## config.mk

```make
export PLATFORM = sky130hd
export DESIGN_NAME = ternary_match_array
export DESIGN_NICKNAME = d
export VERILOG_FILES = /design/src/rtl/tma_pkg.sv /design/src/rtl/tma_wr_decode.sv /design/src/rtl/tma_entry.sv /design/src/rtl/tma_hit_reg.sv /design/src/rtl/ternary_match_array.sv
export SDC_FILE = /design/constraint.sdc
export NUM_CORES = 2
export LEC_CHECK = 0
export CAP_MARGIN = 20
export CORE_MARGIN = 2
export CORE_UTILIZATION = 35
export DETAILED_ROUTE_END_ITERATION = 8
export DONT_BUFFER_PORTS = 1
export GPL_ROUTABILITY_DRIVEN = 0
export RECOVER_POWER = 100
export SYNTH_ARGS = -nofsm -noshare
export SYNTH_HDL_FRONTEND = slang
export SYNTH_SLANG_ARGS = --single-unit
```

## constraint.sdc

```tcl
create_clock -name clk -period 1.7 [get_ports clk]
set_input_delay 0 -clock clk [delete_from_list [all_inputs] [get_ports clk]]
set_output_delay 0 -clock clk [all_outputs]
set_load 0.005 [all_outputs]
```

## src/rtl/tma_pkg.sv

```systemverilog
package tma_pkg;

   // Selects which storage flops the synchronous reset reaches.
   typedef enum logic {
      TMA_CLEAR_ALL   = 1'b0,  // valid flag, data and care mask all cleared
      TMA_CLEAR_VALID = 1'b1   // only the valid flag is cleared; payload flops have no reset
   } tma_clear_e;

endpackage

```

## src/rtl/tma_wr_decode.sv

```systemverilog
module tma_wr_decode #(
   parameter int unsigned ENTRIES = 16,
   parameter int unsigned ADDR_W  = 4
) (
   input  logic              wr_en,
   input  logic [ADDR_W-1:0] wr_addr,
   output logic [ENTRIES-1:0] wr_sel
);

   always_comb begin
      wr_sel = '0;
      if (wr_en && (32'(wr_addr) < ENTRIES))
         wr_sel[wr_addr] = 1'b1;
   end

endmodule

```

## src/rtl/tma_entry.sv

```systemverilog
module tma_entry #(
   parameter int unsigned          DATA_W     = 32,
   parameter tma_pkg::tma_clear_e  CLEAR_MODE = tma_pkg::TMA_CLEAR_ALL
) (
   input  logic              clk,
   input  logic              rst,
   input  logic              load,
   input  logic [DATA_W-1:0] wr_data,
   input  logic [DATA_W-1:0] wr_care,
   input  logic [DATA_W-1:0] key,
   output logic              hit
);

   logic              valid_q;
   logic [DATA_W-1:0] data_q;
   logic [DATA_W-1:0] care_q;
   logic [DATA_W-1:0] diff;

   always_ff @(posedge clk) begin
      if (rst)
         valid_q <= 1'b0;
      else if (load)
         valid_q <= 1'b1;
   end

   generate
      if (CLEAR_MODE == tma_pkg::TMA_CLEAR_ALL) begin : g_clear_all
         always_ff @(posedge clk) begin
            if (rst) begin
               data_q <= '0;
               care_q <= '0;
            end else if (load) begin
               data_q <= wr_data;
               care_q <= wr_care;
            end
         end
      end else begin : g_clear_valid
         always_ff @(posedge clk) begin
            if (load) begin
               data_q <= wr_data;
               care_q <= wr_care;
            end
         end
      end
   endgenerate

   // Masked mismatch: only bits with care set can break the match.
   assign diff = (key ^ data_q) & care_q;
   assign hit  = valid_q & ~(|diff);

endmodule

```

## src/rtl/tma_hit_reg.sv

```systemverilog
module tma_hit_reg #(
   parameter int unsigned ENTRIES = 16
) (
   input  logic               clk,
   input  logic               rst,
   input  logic [ENTRIES-1:0] hit_d,
   output logic [ENTRIES-1:0] hit_q
);

   always_ff @(posedge clk) begin
      if (rst)
         hit_q <= '0;
      else
         hit_q <= hit_d;
   end

endmodule

```

## src/rtl/ternary_match_array.sv

```systemverilog
module ternary_match_array #(
   parameter int unsigned         DATA_W     = 32,
   parameter int unsigned         ENTRIES    = 16,
   parameter tma_pkg::tma_clear_e CLEAR_MODE = tma_pkg::TMA_CLEAR_ALL,
   localparam int unsigned        ADDR_W     = (ENTRIES > 1) ? $clog2(ENTRIES) : 1
) (
   input  logic               clk,
   input  logic               rst,
   input  logic               wr_en,
   input  logic [ADDR_W-1:0]  wr_addr,
   input  logic [DATA_W-1:0]  wr_data,
   input  logic [DATA_W-1:0]  wr_care,
   input  logic [DATA_W-1:0]  srch_key,
   output logic [ENTRIES-1:0] hit_vec
);

   generate
      if (DATA_W < 1) begin : g_bad_width
         $error("ternary_match_array: DATA_W must be at least 1");
      end
      if (ENTRIES < 2) begin : g_bad_depth
         $error("ternary_match_array: ENTRIES must be at least 2");
      end
   endgenerate

   logic [ENTRIES-1:0] wr_sel;
   logic [ENTRIES-1:0] hit_raw;

   tma_wr_decode #(
      .ENTRIES (ENTRIES),
      .ADDR_W  (ADDR_W)
   ) u_dec (
      .wr_en   (wr_en),
      .wr_addr (wr_addr),
      .wr_sel  (wr_sel)
   );

   generate
      for (genvar gi = 0; gi < ENTRIES; gi++) begin : g_entry
         tma_entry #(
            .DATA_W     (DATA_W),
            .CLEAR_MODE (CLEAR_MODE)
         ) u_ent (
            .clk     (clk),
            .rst     (rst),
            .load    (wr_sel[gi]),
            .wr_data (wr_data),
            .wr_care (wr_care),
            .key     (srch_key),
            .hit     (hit_raw[gi])
         );
      end
   endgenerate

   tma_hit_reg #(
      .ENTRIES (ENTRIES)
   ) u_hreg (
      .clk   (clk),
      .rst   (rst),
      .hit_d (hit_raw),
      .hit_q (hit_vec)
   );

endmodule

```

# Yosys cells after proc, flatten, opt, wreduce, memory -nomap -nowiden
# Cells that the tools add are included.
dict set report op_classes {
  muxes 3
  bitwise 64
  n_reduce_logical 17
  magnitude_cmp 2
}
# op count
set op_table {}
lappend op_table {{32-bit AND} 16}
lappend op_table {{32-bit OR reduction} 16}
lappend op_table {{32-bit bitwise XOR} 16}
lappend op_table {{1-bit AND} 16}
lappend op_table {{16-bit 2-to-1 mux} 1}
lappend op_table {{1-bit NOT} 16}
lappend op_table {{4-bit by 5-bit less-than comparator with 1-bit output (second input constant)} 1}
lappend op_table {{1-bit demux with 4-bit select} 1}
lappend op_table {{4-bit by 1-bit >= comparator with 1-bit output (second input constant)} 1}
lappend op_table {{1-bit logical AND} 1}
lappend op_table {{1-bit 2-to-1 mux} 1}
dict set report word_totals {
  elab_cells 135
  inputBits 103
  regBits 1056
  output_inout_bits 16
}

# Longest topological paths before layout
dict set report depth {
  word_depth 5
  mapped_depth 8
  depth_no_buf 5
}

# By module
# A second synthesis with hierarchy kept.
dict set report unflattened {
  cells_unflattened 4232
  area_unflattened_um2 44043.5
}
# mod area_per_inst_um2 cells_each instances seq_area_each_um2
set by_module_without_submodules {}
lappend by_module_without_submodules {tma_entry 2716.4 261 16 1301.2}
lappend by_module_without_submodules {tma_hit_reg 464.2 33 1 320.3}
lappend by_module_without_submodules {tma_wr_decode 117.6 23 1 0.0}

# Least setup slack after synthesis
# No wires, ideal clock.
dict set report synth_timing {
  path_kind {input port to flip-flop}
  startpoint {in srch_key[5]}
  endpoint {reg u_hreg.hit_q[0]}
  setup_ns 0.078
  required_time_ns 1.622
  path_buffers 2
  setup_slack_ns 0.415
  stages 6
  t_arrival_ns 1.207
  path_cell_list {clkbuf_1 -> buf_2 -> xor2_1 -> a221oi_1 -> nand4_1 -> nor3_1}
}
dict set report synth_between {
  elab_chain_cells 5
}
# element line_no
set synth_rtl {}
lappend synth_rtl {{start, declared} ternary_match_array.sv:13} ;# input logic [DATA_W-1:0] srch_key,
lappend synth_rtl {{32-bit bitwise XOR} tma_entry.sv:48} ;# assign diff = (key ^ data_q) & care_q;
lappend synth_rtl {{32-bit AND} tma_entry.sv:48}
lappend synth_rtl {{32-bit OR reduction} tma_entry.sv:49} ;# assign hit = valid_q & ~(|diff);
lappend synth_rtl {{1-bit NOT} tma_entry.sv:49}
lappend synth_rtl {{1-bit AND} tma_entry.sv:49}
lappend synth_rtl {{end signal, assigned} tma_hit_reg.sv:14} ;# hit_q <= hit_d;
lappend synth_rtl {{end, declared} tma_hit_reg.sv:7} ;# output logic [ENTRIES-1:0] hit_q
# Every way passes these cells.
# A chain may end at the register's enable or synchronous reset.

# Final worst setup path
dict set report layout_timing {
  startpoint {in rst}
  endpoint {reg g_entry[13].u_ent.care_q[6]}
}
# element line_no
set layout_lines {}
lappend layout_lines {{start, declared} ternary_match_array.sv:8} ;# input logic rst,
lappend layout_lines {{end signal, assigned} tma_entry.sv:34} ;# care_q <= wr_care;
lappend layout_lines {{end, declared} tma_entry.sv:16} ;# logic [DATA_W-1:0] care_q;
# No word-level cell between the ends.

==> impl_metrics.sql <==
INSERT INTO impl_metrics (metric_group, metric, value, unit) VALUES
('layout', 'layout_area_overhead', '43.4', '%'),
('pwr', 'maximum_resistive_drop_on_vdd', '0.818', 'mV'),
('synthesis', 'synthSimpleGateAreaFrac', '19.6', '%'),
('clock_network', 'clock_sinks', '1056', ''),
('critical_path', 'rr_startpoint', 'g_entry[8].u_ent.data_q[28]', ''),
('drt', 'firstDrtPassIters', '8', ''),
('global_route', 'grt_start_max_net_pins', '954', ''),
('critical_path', 'r2r-end', 'u_hreg.hit_q[8]', ''),
('synthesis', 'post_synth_fa_ha_maj_area_fraction', '0', '%'),
('placed_design', 'port-buffer-count', '0', ''),
('sta', 'report.final.hold_viol_count', '5', ''),
('floorplan', 'placement_rows', '129', ''),
('global_route', 'wire_length_of_the_first_global_routing_pass', '275000', 'um'),
('drt', 'vias_per_cell', '5.44', ''),
('global_route', 'overflow', '0', ''),
('clock_network', 'tritoncts', 'done', ''),
('floorplan', 'starting_density_of_the_core', '35.2', '%'),
('clock_network', 'ctsLongestPathBuffers', '3', ''),
('sta', 'clock-skew-final', '26.9', 'ps'),
('pwr', 'powerDensity', '873', 'nW/um^2'),
('critical_path', 'crit_chain', 'a21oi_1 -> dlygate4sd3_1', ''),
('critical_path', 'timing.reg2reg.setup_slack', '-150', 'ps'),
('critical_path', 'cpMaxStageDelayCell', 'sky130_fd_sc_hd__a21oi_1', ''),
('global_route', 'all_layer_global_routing_usage', '28.8', '%'),
('synthesis', 'synth.yosys.seq_area_share', '48.5', '%'),
('critical_path', 'timing.critical_path.required', '2330', 'ps'),
('placed_design', 'pre_cts_slack', '-256', 'ps'),
('critical_path', 'critPathBufInv', '1', ''),
('sta', 'setup_slack', '-776', 'ps'),
('critical_path', 'cp.arrival', '3110', 'ps'),
('status', 'violations', 'hold timing, slew limit, setup timing', ''),
('sta', 'period_needed', '2480', 'ps'),
('synthesis', 'synth_top_family_by_area', 'simple AND/OR/NAND/NOR gates', ''),
('drt', 'drt-total-wl', '195000', 'um'),
('placed_design', 'dp_hpwl', '84600', 'um'),
('pwr', 'power.total', '54500', 'uW'),
('global_route', 'via_count_of_the_first_global_routing_pass', '42600', ''),
('sta', 'fmax', '404', 'MHz'),
('drt', 'number_of_drc_markers_in_iteration_0', '7039', ''),
('hold_path', 'startpoint_of_the_most_critical_hold_path', 'srch_key[16]', ''),
('hold_path', 'min_path_cells', '5', ''),
('critical_path', 'cp-start-kind', 'primary input', ''),
('synthesis', 'yosys.area_share.xor_xnor', '10.3', '%'),
('clock_network', 'clock_root_buffer', 'sky130_fd_sc_hd__clkbuf_16', ''),
('hold_path', 'holdCritPathClass', 'primary input to register', ''),
('sta', 'post_route_setup_tns', '-186490', 'ps'),
('status', 'outcome', 'finished with violations', ''),
('drt', 'drc_errors_left', '0', ''),
('clock_network', 'htree_num_levels', '3', ''),
('sta', 'final.hold.worst_slack', '-39.3', 'ps'),
('critical_path', 'path_delay_family', 'compound AO/OA/AOI/OAI gates', ''),
('clock_network', 'worstSkewPairLatency', '700', 'ps'),
('drt', 'postRouteAntennaNets', '0', ''),
('sta', 'fin_max_slew_vios', '861', ''),
('synthesis', 'synth_nets', '5671', ''),
('critical_path', 'timing.setup.critical_path_class', 'primary input to register', ''),
('pwr', 'p_leak', '0.0258', 'uW'),
('sta', 'count_of_final_setup_violators', '469', ''),
('drt', 'route.vias.total', '45200', ''),
('synthesis', 'synth.lib_cells_used.distinct', '23', ''),
('synthesis', 'synth_seq_cells', '1056', ''),
('floorplan', 'die_footprint', '127000', 'sq um'),
('synthesis', 'synth_compound_area_share', '16.5', '%'),
('critical_path', 'endpoint_kind', 'register', ''),
('clock_network', 'cts_inserted_buffers', '109', ''),
('floorplan', 'pin_count', '119', ''),
('layout', 'nNetsFinal', '6675', ''),
('run', 'maxCapViolCount', '0', ''),
('layout', 'drive_gt1_share', '6.33', '%'),
('floorplan', 'die_x', '357', 'um'),
('synthesis', 'synth.cell_area', '43600', 'sq um');
## flip-flops by register name, indices dropped and copies added, names as in the netlist
| register | count |
|---|---|
| g_entry.u_ent.valid_q | 16 |
| g_entry.u_ent.care_q | 512 |
| g_entry.u_ent.data_q | 512 |
| u_hreg.hit_q | 16 |
## layout by cell type (no fill, tap or decap), drive strengths merged
cell,n
nor2,42
nand4b,16
buf,150
clkbuf,192
dfxtp,1056
nand2b,3
inv,3
a22o,96
clkinv,26
nor4,2
nor2b,3
dlygate4sd3,1227
or3,3
nor3,24
or2,3
a221oi,96
xor2,512
nand3,6
bufinv,6
nand4,33
nand2,2073
a21oi,1024
clkinvlp,1
diode,24
a22oi,32
a222oi,16
dlymetal6s4s,11
## kinds of logic (layout without fill, tap and decap cells)
| kind of cell | after synthesis | in the layout |
|---|---|---|
| AND/OR/NAND/NOR | 2208 | 2208 |
| other | 0 | 24 |
| flip-flops | 1056 | 1056 |
| buffers and inverters | 528 | 1616 |
| AO/OA/AOI/OAI | 1264 | 1264 |
| XOR/XNOR | 512 | 512 |
## report_power, final
part / internal (uW) / switching (uW) / total [uW]
combinational: 1690 / 2930 / 4630
sequential: 25100 / 196 / 25300
clock: 14200 / 10400 / 24700
## per-layer routing
metal | track usage, % | routed length, um | vias up
met5 | 0 | 82 | -
met4 | 14.5 | 13100 | 12
met3 | 5.97 | 25200 | 600
met2 | 43.8 | 81700 | 2623
met1 | 38.6 | 74500 | 21800
li1 | - | - | 20200
## worst max-delay path by stage
stage / from / endpoint / slack (ps) / depth (start not counted)
after floorplan: srch_key[5] / u_hreg.hit_q[0] / 410 / 6
after global placement: g_entry[8].u_ent.data_q[28] / u_hreg.hit_q[8] / -140 / 5
after detailed placement: g_entry[8].u_ent.data_q[28] / u_hreg.hit_q[8] / -260 / 5
after CTS: g_entry[8].u_ent.data_q[28] / u_hreg.hit_q[8] / -150 / 5
after global routing: wr_addr[1] / g_entry[12].u_ent.care_q[12] / -140 / 7
final: rst / g_entry[13].u_ent.care_q[6] / -780 / 2
## metrics by stage
step,util [%],cell area [sq um],std cells
6_report,50.6,62500,8317
4_1_cts,50.4,62300,8258
3_3_place_gp,35.8,44300,6732
3_5_place_dp,35.8,44300,6732
2_1_floorplan,-,43600,5568
5_1_grt,50.5,62500,8304
## synthesized netlist by cell type
library cell	number	share of area (%)
sky130_fd_sc_hd__nor2b_1	3	0.043
sky130_fd_sc_hd__buf_2	145	1.7
sky130_fd_sc_hd__buf_1	21	0.18
sky130_fd_sc_hd__a22o_1	96	1.9
sky130_fd_sc_hd__a222oi_1	16	0.37
sky130_fd_sc_hd__a221oi_1	96	1.9
sky130_fd_sc_hd__nand3_1	6	0.069
sky130_fd_sc_hd__clkbuf_1	350	3.0
sky130_fd_sc_hd__or2_2	3	0.043
sky130_fd_sc_hd__nand2_1	2073	18
sky130_fd_sc_hd__nand2b_1	3	0.043
sky130_fd_sc_hd__or3_1	3	0.043
sky130_fd_sc_hd__xor2_1	512	10
sky130_fd_sc_hd__nand4_1	33	0.47
sky130_fd_sc_hd__nor3_1	24	0.28
sky130_fd_sc_hd__nand4b_1	16	0.32
sky130_fd_sc_hd__a21oi_1	1024	12
sky130_fd_sc_hd__nor2_1	42	0.36
sky130_fd_sc_hd__buf_4	9	0.16
sky130_fd_sc_hd__dfxtp_1	1056	49
sky130_fd_sc_hd__buf_6	3	0.078
sky130_fd_sc_hd__a22oi_1	32	0.55
sky130_fd_sc_hd__nor4_1	2	0.029
## what timing repair did
item,in CTS,in global routing
setup endpoints to repair,6,98
endpoints found under the hold margin,1056,5
setup buffers,0,19
gates cloned,0,12
hold buffers,1331,5
pin swaps,14,43
resized for setup,11,59
## final cells by class
class / instances / area, sq um
clock inverter: 36 / 355
antenna: 24 / 60.1
multi-input combinational: 3984 / 20500
sequential: 1056 / 21100
tap: 1637 / 2050
clock buffer: 159 / 3290
fill: 11100 / 61100
timing repair buffer: 1421 / 15100
Note: power is estimated with default switching activity, not from simulation.
